File: config.mk
export PLATFORM = sky130hd
export DESIGN_NAME = async_rescan_sched
export DESIGN_NICKNAME = d
export VERILOG_FILES = /design/src/rtl/async_sched_pkg.sv /design/src/rtl/async_frame_timer.sv /design/src/rtl/async_desc_store.sv /design/src/rtl/async_slot_fit.sv /design/src/rtl/async_rescan_sched.sv
export SDC_FILE = /design/constraint.sdc
export NUM_CORES = 1
export LEC_CHECK = 0
export BUFFER_PORTS_ARGS = -buffer_cell sky130_fd_sc_hd__buf_2
export CAP_MARGIN = 10
export CORE_ASPECT_RATIO = 1.1
export CORE_MARGIN = 2
export CORE_UTILIZATION = 66
export DETAILED_ROUTE_END_ITERATION = 8
export PLACE_DENSITY = 0.95
export SLEW_MARGIN = 15
export SYNTH_ARGS = -nofsm -noshare
export SYNTH_HDL_FRONTEND = slang
export SYNTH_SLANG_ARGS = --single-unit
File: constraint.sdc
create_clock -name clk -period 10.8 [get_ports clk]
set_input_delay 1.08 -clock clk [delete_from_list [all_inputs] [get_ports clk]]
set_output_delay 1.08 -clock clk [all_outputs]
set_load 0.005 [all_outputs]
File: src/rtl/async_sched_pkg.sv
package async_sched_pkg;
  typedef enum logic [1:0] {
    ST_IDLE = 2'd0,
    ST_SCAN = 2'd1,
    ST_WAIT = 2'd2
  } sched_st_e;
endpackage

File: src/rtl/async_frame_timer.sv
module async_frame_timer #(
  parameter int TIME_W    = 12,
  parameter int FRAME_LEN = 1500
) (
  input  logic              clk,
  input  logic              rst,
  input  logic              sof,
  output logic [TIME_W-1:0] time_left
);
  localparam logic [TIME_W-1:0] RELOAD = TIME_W'(FRAME_LEN);

  always_ff @(posedge clk) begin
    if (rst)                  time_left <= '0;
    else if (sof)             time_left <= RELOAD;
    else if (time_left != '0) time_left <= time_left - 1'b1;
  end

  // start-of-frame loads the full budget
  p_reload_r8: assert property (@(posedge clk) disable iff (rst)
    sof |=> time_left == RELOAD);
  // without a start-of-frame the budget never grows
  p_no_growth_r8: assert property (@(posedge clk) disable iff (rst)
    !sof |=> time_left <= $past(time_left));
endmodule

File: src/rtl/async_desc_store.sv
module async_desc_store #(
  parameter int N_DESC = 8,
  parameter int BYTE_W = 10,
  parameter int IDX_W  = 3
) (
  input  logic              clk,
  input  logic              rst,
  input  logic              ld_we,
  input  logic [IDX_W-1:0]  ld_idx,
  input  logic [BYTE_W-1:0] ld_bytes,
  input  logic              ld_ls,
  input  logic              up_we,
  input  logic [IDX_W-1:0]  up_idx,
  input  logic [BYTE_W-1:0] up_bytes,
  input  logic              up_err,
  input  logic [IDX_W-1:0]  rd_idx,
  output logic [BYTE_W-1:0] rd_rem,
  output logic              rd_act,
  output logic              rd_ls
);
  // byte counts and speed flags live in an unreset array (RAM friendly)
  logic [BYTE_W-1:0] rem_q [N_DESC];
  logic [N_DESC-1:0] ls_q;
  logic [N_DESC-1:0] act_q;
  logic [BYTE_W-1:0] up_new;

  always_comb begin
    up_new = (up_bytes >= rem_q[up_idx]) ? '0 : rem_q[up_idx] - up_bytes;
  end

  always_ff @(posedge clk) begin
    if (up_we) rem_q[up_idx] <= up_new;
    if (ld_we) begin
      rem_q[ld_idx] <= ld_bytes;
      ls_q[ld_idx]  <= ld_ls;
    end
  end

  always_ff @(posedge clk) begin
    if (rst) begin
      act_q <= '0;
    end else begin
      if (up_we) act_q[up_idx] <= !(up_err || (up_new == '0));
      if (ld_we) act_q[ld_idx] <= (ld_bytes != '0);
    end
  end

  assign rd_rem = rem_q[rd_idx];
  assign rd_act = act_q[rd_idx];
  assign rd_ls  = ls_q[rd_idx];

  // a fatal error retires the descriptor
  p_err_retires_r4: assert property (@(posedge clk) disable iff (rst)
    (up_we && up_err && !(ld_we && (ld_idx == up_idx))) |=> !act_q[$past(up_idx)]);
  // loading zero bytes leaves the descriptor inactive
  p_zero_load_idle_r2: assert property (@(posedge clk) disable iff (rst)
    (ld_we && (ld_bytes == '0)) |=> !act_q[$past(ld_idx)]);
endmodule

File: src/rtl/async_slot_fit.sv
module async_slot_fit #(
  parameter int BYTE_W  = 10,
  parameter int TIME_W  = 12,
  parameter int MAX_PKT = 64,
  parameter int PKT_OVH = 16
) (
  input  logic [BYTE_W-1:0] rem,
  input  logic              ls,
  input  logic [TIME_W-1:0] time_left,
  input  logic [TIME_W-1:0] fs_margin,
  input  logic [TIME_W-1:0] ls_margin,
  output logic [BYTE_W-1:0] chunk,
  output logic              fits
);
  localparam int SUM_W = ((BYTE_W > TIME_W) ? BYTE_W : TIME_W) + 5;
  localparam logic [BYTE_W-1:0] MAXB = BYTE_W'(MAX_PKT);

  logic [SUM_W-1:0] base, est, need;

  always_comb begin
    chunk = (rem > MAXB) ? MAXB : rem;
    base  = SUM_W'(chunk) + SUM_W'(PKT_OVH);
    est   = ls ? (base << 3) : base;
    need  = est + SUM_W'(ls ? ls_margin : fs_margin);
    fits  = SUM_W'(time_left) > need;
  end
endmodule

File: src/rtl/async_rescan_sched.sv
module async_rescan_sched import async_sched_pkg::*; #(
  parameter int N_DESC    = 8,
  parameter int BYTE_W    = 10,
  parameter int TIME_W    = 12,
  parameter int FRAME_LEN = 1500,
  parameter int MAX_PKT   = 64,
  parameter int PKT_OVH   = 16,
  parameter int CNT_W     = 8,
  localparam int IDX_W    = (N_DESC > 1) ? $clog2(N_DESC) : 1
) (
  input  logic              clk,
  input  logic              rst,
  input  logic              sof,
  input  logic              ld_we,
  input  logic [IDX_W-1:0]  ld_idx,
  input  logic [BYTE_W-1:0] ld_bytes,
  input  logic              ld_ls,
  input  logic [TIME_W-1:0] fs_margin,
  input  logic [TIME_W-1:0] ls_margin,
  input  logic [CNT_W-1:0]  irq_after,
  input  logic              irq_clr,
  output logic              req_valid,
  output logic [IDX_W-1:0]  req_idx,
  output logic [BYTE_W-1:0] req_bytes,
  input  logic              cpl_valid,
  input  logic [BYTE_W-1:0] cpl_bytes,
  input  logic              cpl_err,
  output logic              async_irq
);
  localparam int SKIP_W = $clog2(N_DESC + 1);
  localparam logic [IDX_W-1:0]  LAST_IDX  = IDX_W'(N_DESC - 1);
  localparam logic [SKIP_W-1:0] LAST_SKIP = SKIP_W'(N_DESC - 1);

  sched_st_e         st;
  logic [IDX_W-1:0]  ptr, last_srv;
  logic              first_pass;
  logic [SKIP_W-1:0] skip;
  logic [CNT_W-1:0]  cpl_cnt, cnt_inc;
  logic [TIME_W-1:0] time_left;
  logic [BYTE_W-1:0] rd_rem, chunk;
  logic              rd_act, rd_ls, fits, up_we, cpl_hit;

  function automatic logic [IDX_W-1:0] wrap_inc(input logic [IDX_W-1:0] i);
    return (i == LAST_IDX) ? '0 : i + 1'b1;
  endfunction

  async_frame_timer #(.TIME_W(TIME_W), .FRAME_LEN(FRAME_LEN)) u_timer (
    .clk(clk), .rst(rst), .sof(sof), .time_left(time_left)
  );

  assign up_we = (st == ST_WAIT) && cpl_valid;

  async_desc_store #(.N_DESC(N_DESC), .BYTE_W(BYTE_W), .IDX_W(IDX_W)) u_store (
    .clk(clk), .rst(rst),
    .ld_we(ld_we), .ld_idx(ld_idx), .ld_bytes(ld_bytes), .ld_ls(ld_ls),
    .up_we(up_we), .up_idx(req_idx), .up_bytes(cpl_bytes), .up_err(cpl_err),
    .rd_idx(ptr), .rd_rem(rd_rem), .rd_act(rd_act), .rd_ls(rd_ls)
  );

  async_slot_fit #(.BYTE_W(BYTE_W), .TIME_W(TIME_W), .MAX_PKT(MAX_PKT),
                   .PKT_OVH(PKT_OVH)) u_fit (
    .rem(rd_rem), .ls(rd_ls), .time_left(time_left),
    .fs_margin(fs_margin), .ls_margin(ls_margin),
    .chunk(chunk), .fits(fits)
  );

  assign cnt_inc = (&cpl_cnt) ? cpl_cnt : cpl_cnt + 1'b1;
  assign cpl_hit = up_we && (irq_after != '0) && (cnt_inc == irq_after);

  always_ff @(posedge clk) begin
    if (rst) begin
      st         <= ST_IDLE;
      ptr        <= '0;
      last_srv   <= LAST_IDX;
      first_pass <= 1'b1;
      skip       <= '0;
      cpl_cnt    <= '0;
      req_valid  <= 1'b0;
      req_idx    <= '0;
      req_bytes  <= '0;
    end else begin
      req_valid <= 1'b0;
      if (sof) begin
        // fresh frame: restart the first pass, keep an outstanding transaction
        ptr        <= '0;
        last_srv   <= LAST_IDX;
        first_pass <= 1'b1;
        skip       <= '0;
        cpl_cnt    <= '0;
        st         <= (st == ST_WAIT && !cpl_valid) ? ST_WAIT : ST_SCAN;
      end else begin
        case (st)
          ST_SCAN: begin
            if (rd_act && fits) begin
              req_valid <= 1'b1;
              req_idx   <= ptr;
              req_bytes <= chunk;
              last_srv  <= ptr;
              ptr       <= wrap_inc(ptr);
              skip      <= '0;
              if (first_pass && ptr == LAST_IDX) first_pass <= 1'b0;
              st        <= ST_WAIT;
            end else if (first_pass) begin
              if (ptr == LAST_IDX) begin
                first_pass <= 1'b0;
                ptr        <= wrap_inc(last_srv);
                skip       <= '0;
              end else begin
                ptr <= ptr + 1'b1;
              end
            end else begin
              if (skip == LAST_SKIP) st <= ST_IDLE;
              skip <= skip + 1'b1;
              ptr  <= wrap_inc(ptr);
            end
          end
          ST_WAIT: begin
            if (cpl_valid) begin
              st      <= ST_SCAN;
              cpl_cnt <= cnt_inc;
            end
          end
          default: ;
        endcase
      end
    end
  end

  always_ff @(posedge clk) begin
    if (rst)          async_irq <= 1'b0;
    else if (cpl_hit) async_irq <= 1'b1;
    else if (irq_clr) async_irq <= 1'b0;
  end

  // nothing new while a transaction is outstanding
  p_single_outstanding_r3: assert property (@(posedge clk) disable iff (rst)
    (st == ST_WAIT && !cpl_valid) |=> !req_valid);
  // request size bounded by the packet limit and never empty
  p_req_size_r3: assert property (@(posedge clk) disable iff (rst)
    req_valid |-> (req_bytes != '0) && (req_bytes <= BYTE_W'(MAX_PKT)));
  // idle persists until start-of-frame
  p_idle_quiet_r9: assert property (@(posedge clk) disable iff (rst)
    (st == ST_IDLE && !sof) |=> (st == ST_IDLE) && !req_valid);
  // interrupt only falls on a clear
  p_irq_fall_r10: assert property (@(posedge clk) disable iff (rst)
    $fell(async_irq) |-> $past(irq_clr));
  // interrupt held while not cleared
  p_irq_hold_r10: assert property (@(posedge clk) disable iff (rst)
    (async_irq && !irq_clr) |=> async_irq);
endmodule

==> Word level (Yosys, flattened, before mapping) <==
Memories as Yosys holds them, arrays and structs flattened. A register that Yosys moved wholly into a read port is not among the register bits.
Cells that the tools add are included.
{ "totals": {"reg_bits": 64, "latchBits": 0, "ram_bits": 80, "rom_bits": 0, "inputBits": 63, "out_inout_bits": 15, "word_cells": 122, "memories": 1} }
{ "op_classes": {"add_sub_neg": 8, "multipliers": 0, "n_div": 0, "n_lt_le_gt_ge": 8, "eq_ne": 11, "n_shift": 0, "muxes": 51, "bitwise_logic": 2, "n_reduce_logical": 27} }
{ "mem_list": {"columns": ["name", "words", "word_bits", "rd", "rd_ports_with_merged_regs", "write_ports", "line", "text"], "rows": [
  ["u_store.rem_q", 8, 10, 2, 2, 2, "async_desc_store.sv:22", "logic [BYTE_W-1:0] rem_q [N_DESC];"]
]} }
{ "op_table": {"columns": ["cell", "n"], "rows": [
  ["$mux W8", 4],
  ["$mux W3", 9],
  ["$bwmux W8", 3],
  ["$mux W11", 2],
  ["$mux W10", 2],
  ["$add A17 B17 Y17", 1],
  ["$gt A12 B17 Y1", 1],
  ["$mux W17", 1],
  ["$mux W1", 15],
  ["$lt A3 B4 Y1 const B", 3],
  ["$mux W12", 1],
  ["$mux W2", 6],
  ["$mux W4", 3],
  ["$reduce_bool A12 Y1", 1],
  ["$sub A12 B1 Y12 const B", 1],
  ["$add A10 B5 Y11 const B", 1],
  ["$ge A10 B10 Y1", 1],
  ["$gt A10 B7 Y1 const B", 1],
  ["$logic_not A10 Y1", 1],
  ["$reduce_bool A10 Y1", 1],
  ["$sub A10 B10 Y10", 1],
  ["$add A8 B1 Y8 const B", 1],
  ["$eq A8 B8 Y1", 1],
  ["$logic_and A1 B1 Y1", 8],
  ["other kinds (26)", 38]
]} }

==> Longest topological paths before layout <==
{ "depth": {"depth_word": 10, "mapped_depth": 25, "ltp_nobuf": 23} }

==> Modules after synthesis <==
From an unflattened synthesis, not the netlist that was laid out.
{ "hier_totals": {"cells_unflattened": 1033, "area_unflattened_um2": 9751.9} }
{ "modules_own_cells": {"columns": ["mod", "instances", "cells_per_inst", "area_per_inst_um2", "seq_area_each_um2"], "rows": [
  ["async_desc_store", 1, 585, 6135.9, 2802.7],
  ["async_rescan_sched", 1, 237, 1844.3, 720.7],
  ["async_slot_fit", 1, 137, 1123.6, 0.0],
  ["async_frame_timer", 1, 74, 648.1, 240.2]
]} }

==> Least setup slack after synthesis <==
Ideal clock, no wire load.
{ "synth_timing": {"path_type": "register to register", "from": "register ptr[0]", "to": "register (tool-made name)", "setup_time_ps": 82, "arrival_time_ps": 5339, "t_required_ps": 10718, "setup_slack_ps": 5379, "path_stages_with_launch": 21, "n_path_buf": 2, "period_less_slack_ps": 5421, "path_cell_list": "dfxtp_1 > buf_6 > mux4_1 > mux2i_1 > buf_2 > mux2_2 > ha_1 > inv_1 > fa_1 > nor2b_1 > o31a_1 > o41ai_4 > o21ai_0 > xnor2_1 > ha_1 > a2111oi_0 > o21ai_0 > o21ai_1 > nor2_4 > or4b_1 > a31oi_1"} }
{ "synth_rtl": {"columns": ["item", "line", "text"], "rows": [
  ["start, declared", "async_rescan_sched.sv:35", "logic [IDX_W-1:0] ptr, last_srv;"],
  ["start signal, assigned", "async_rescan_sched.sv:99", "ptr <= wrap_inc(ptr);"],
  ["start signal, assigned", "async_rescan_sched.sv:106", "ptr <= wrap_inc(last_srv);"],
  ["start signal, assigned", "async_rescan_sched.sv:109", "ptr <= ptr + 1'b1;"]
]} }

==> results.ini <==
[layout]
layout.nets=1111
post-route-util_pct=75.3
drive_above_1_share_pct=17.8
syn_to_final_growth_pct=11.0

[logic_synthesis]
synth_area_um2=9400
synth_mux_area_share_pct=14.5
synth_top_cell_area_share_pct=28.1
synth_compound_area_share_pct=14.3
ys_warn_count=0
postSynthAreaPerCell_um2=9.79
async_reset_ff_share_pct=0
seq_area_frac_synth_pct=41.3
netlist_instances=960
synth_area_leaders=edfxtp_1 28%, dfxtp_1 13%, mux4_2 7.9%
synth_ff_type=edfxtp_1
synth_edf_count=88
synth_cell_types=70
synthSimpleGateAreaFrac_pct=16.9
yosysTopAreaCell=edfxtp_1
synth_fa_ha_area_share_pct=6.02
ys_ff_latch=150
synth_top_family_by_area=simple AND/OR/NAND/NOR gates
synth_xor_area_share_pct=3.35

[drt]
drc=0
avgViaCountPerCell=6.91
wl_per_cell_um=22.0
ant_nets=0
drtPass1Iterations=6
vias=8331
totalWireLength_um=26600
detail_route.iter0.violations=1194

[worst_setup_path]
path_cells=nand2b_1 > nor4_1 > a21oi_1 > mux4_2 > nand2b_1 > or2_2 > inv_1 > ha_1 > a21o_1 > a21o_1 > a21oi_1 > o21ai_0 > a21oi_1 > nor3_1 > a311oi_1 > ha_1 > nand3_1 > nor4_1 > a211oi_1 > o21ai_1 > nor3_4 > mux2i_1 > nor2_1
slowest_stage=dfxtp_1
cp.required_ps=11090
start_kind=flop
crit_top_cell=a21oi_1
critPathMaxStageDelay_ps=960
cp_max_fo=20
critPathKind=flop to flop
end_kind=flop
arrival_ps=6890

[clock_tree]
post_cts_resized=0
cts_made_buffers=17
root_buffer=clkbuf_16
cts_setup_buffers=0
clk_pin_slew_ps=60
htree_levels=4
hold_buffers=0
clockBufferDepth=2
cts_sinks=150
clock_latency_ps=430
cts_tree=built

[global_route]
grt_max_degree=37
grt_pass1_wl_um=41800
grt_usage_pct=35.8
grt_pass1_vias=8084
grt-ovfl-total=0
grt_antenna_before_repair=0

[placement]
portBuffers=77
place_congestion=0.917
place_hpwl_um=17600

[floorplan]
core-area_um2=13900
die_area_um2=15200
dieWidth_um=118
num_io_pins=78
die_h_um=129
start_util_pct=67.9
rows=45

[sta]
slew_headroom_pct=26.4
finalSetupViolCount=0
timing.final.crit_period_ps=6590
rsz0062_at_grt=no
final.setup.tns_ps=0
slew_viol_final=0
finalHoldViolations=0
fmax_mhz=152
fin_skew_ps=9.83
worst_pin_slew_ps=1100
finalCritPeriodShare_pct=61.0

[hold_path]
hold_class=flop to flop

[outcome]
status=completed

[pwr]
leakage_nw=3.94
peakVddDrop_uv=129
p_per_area_nw_per_um2=141

[run]
cap_viol_max_count=0

worst max-delay path, delay by kind of cell (launching register included):
kind                       cells  cell delay (ps)
and+or+nand+nor                9             1970
AOI/OAI and AO/OA              9             1960
muxes                          2              990
DFF                            1              960
adders and majority gates      2              510
buffers and inverters          1               70
power by group:
part           total, mW  switching, mW  internal [mW]
logic              0.218          0.133         0.0852
registers          0.640         0.0157          0.624
clock network      0.616          0.252          0.364
stage by stage:
step	total power, mW	hold WS (ps)	std cells	setup WS, ps	instance area (um2)
after detailed placement	0.856	466	1173	4550	9830
after CTS	1.46	475	1205	4400	10400
after global placement	0.844	453	1173	4840	9830
after floorplan	0.797	446	961	5380	9400
after global routing	1.51	488	1205	3630	10400
final	1.47	472	1206	4210	10400
sequential cells by signal, indices dropped and copies added, names as in the netlist, named ones only:
| register | cells |
|---|---|
| ptr | 3 |
| skip | 4 |
| st | 2 |
| first_pass | 1 |
| u_store.rem_q | 80 |
| req_bytes | 10 |
| u_store.act_q | 8 |
| req_valid | 1 |
| cpl_cnt | 8 |
| u_timer.time_left | 12 |
| last_srv | 3 |
| u_store.ls_q | 8 |
| async_irq | 1 |
| req_idx | 3 |
final timing paths:
path                               end                       from  slack [ps]  cells after the start
max                               flop                       flop        4210                     23
min          req_bytes[9]$_SDFFE_PP0P_  req_bytes[9]$_SDFFE_PP0P_         470                      1
max reg2reg                       flop                       flop        4210                     23
min reg2reg  req_bytes[9]$_SDFFE_PP0P_  req_bytes[9]$_SDFFE_PP0P_         470                      1
layout make-up:
class	instances	area (um2)
Sequential cell	150	3880
Clock inverter	15	179
Timing Repair Buffer	80	408
Tap cell	188	235
Fill cell	870	3420
Inverter	32	120
Multi-Input combinational cell	723	5180
Antenna cell	1	2.50
Clock buffer	17	425
layer usage:
metal	GRT usage (%)	wire length [um]
met1	41.4	9070
met2	61.4	13000
met3	8.54	2940
met4	21.0	1610
met5	0	0
cell usage in the layout (no fill, tap or decap), drive strengths merged, types with 4 or more instances in the layout:
cell type  synthesis  routed
nand2            117     117
o21ai            100     100
nor2              98      98
edfxtp            88      88
buf               12      80
dfxtp             62      62
a21oi             54      54
ha                42      42
mux4              37      37
inv               31      34
mux2i             25      25
mux2              23      23
xor2              19      19
nor3              19      19
xnor2             17      17
clkbuf            44      17
nand2b            15      15
nor4              15      15
nand3             13      13
a211oi            12      12
nor2b             11      11
nand4             10      10
a31oi              8       8
a21o               6       6
a211o              6       6
nand3b             5       5
and2               5       5
clkinvlp           0       5
clkinv             1       5
or2                4       4
or4                4       4
a311oi             4       4
and3               4       4
nor4b              4       4
Yosys cell counts (18+ instances only):
cell and count:
nand2_1 117, nor2_1 97, o21ai_0 97, edfxtp_1 88
dfxtp_1 62, a21oi_1 53, clkbuf_1 44, ha_1 42
mux4_2 33, inv_1 31, mux2i_1 25, mux2_2 22
xor2_1 19, nor3_1 18
cell families after synthesis:
kind of cell / Yosys count
DFF: 150
adders and majority gates: 44
xor gates and xnor gates: 36
buffers and inverters: 88
and+or+nand+nor: 336
AOI/OAI and AO/OA: 220
muxes: 85
other: 1
Power figures use the tool's default switching activity.
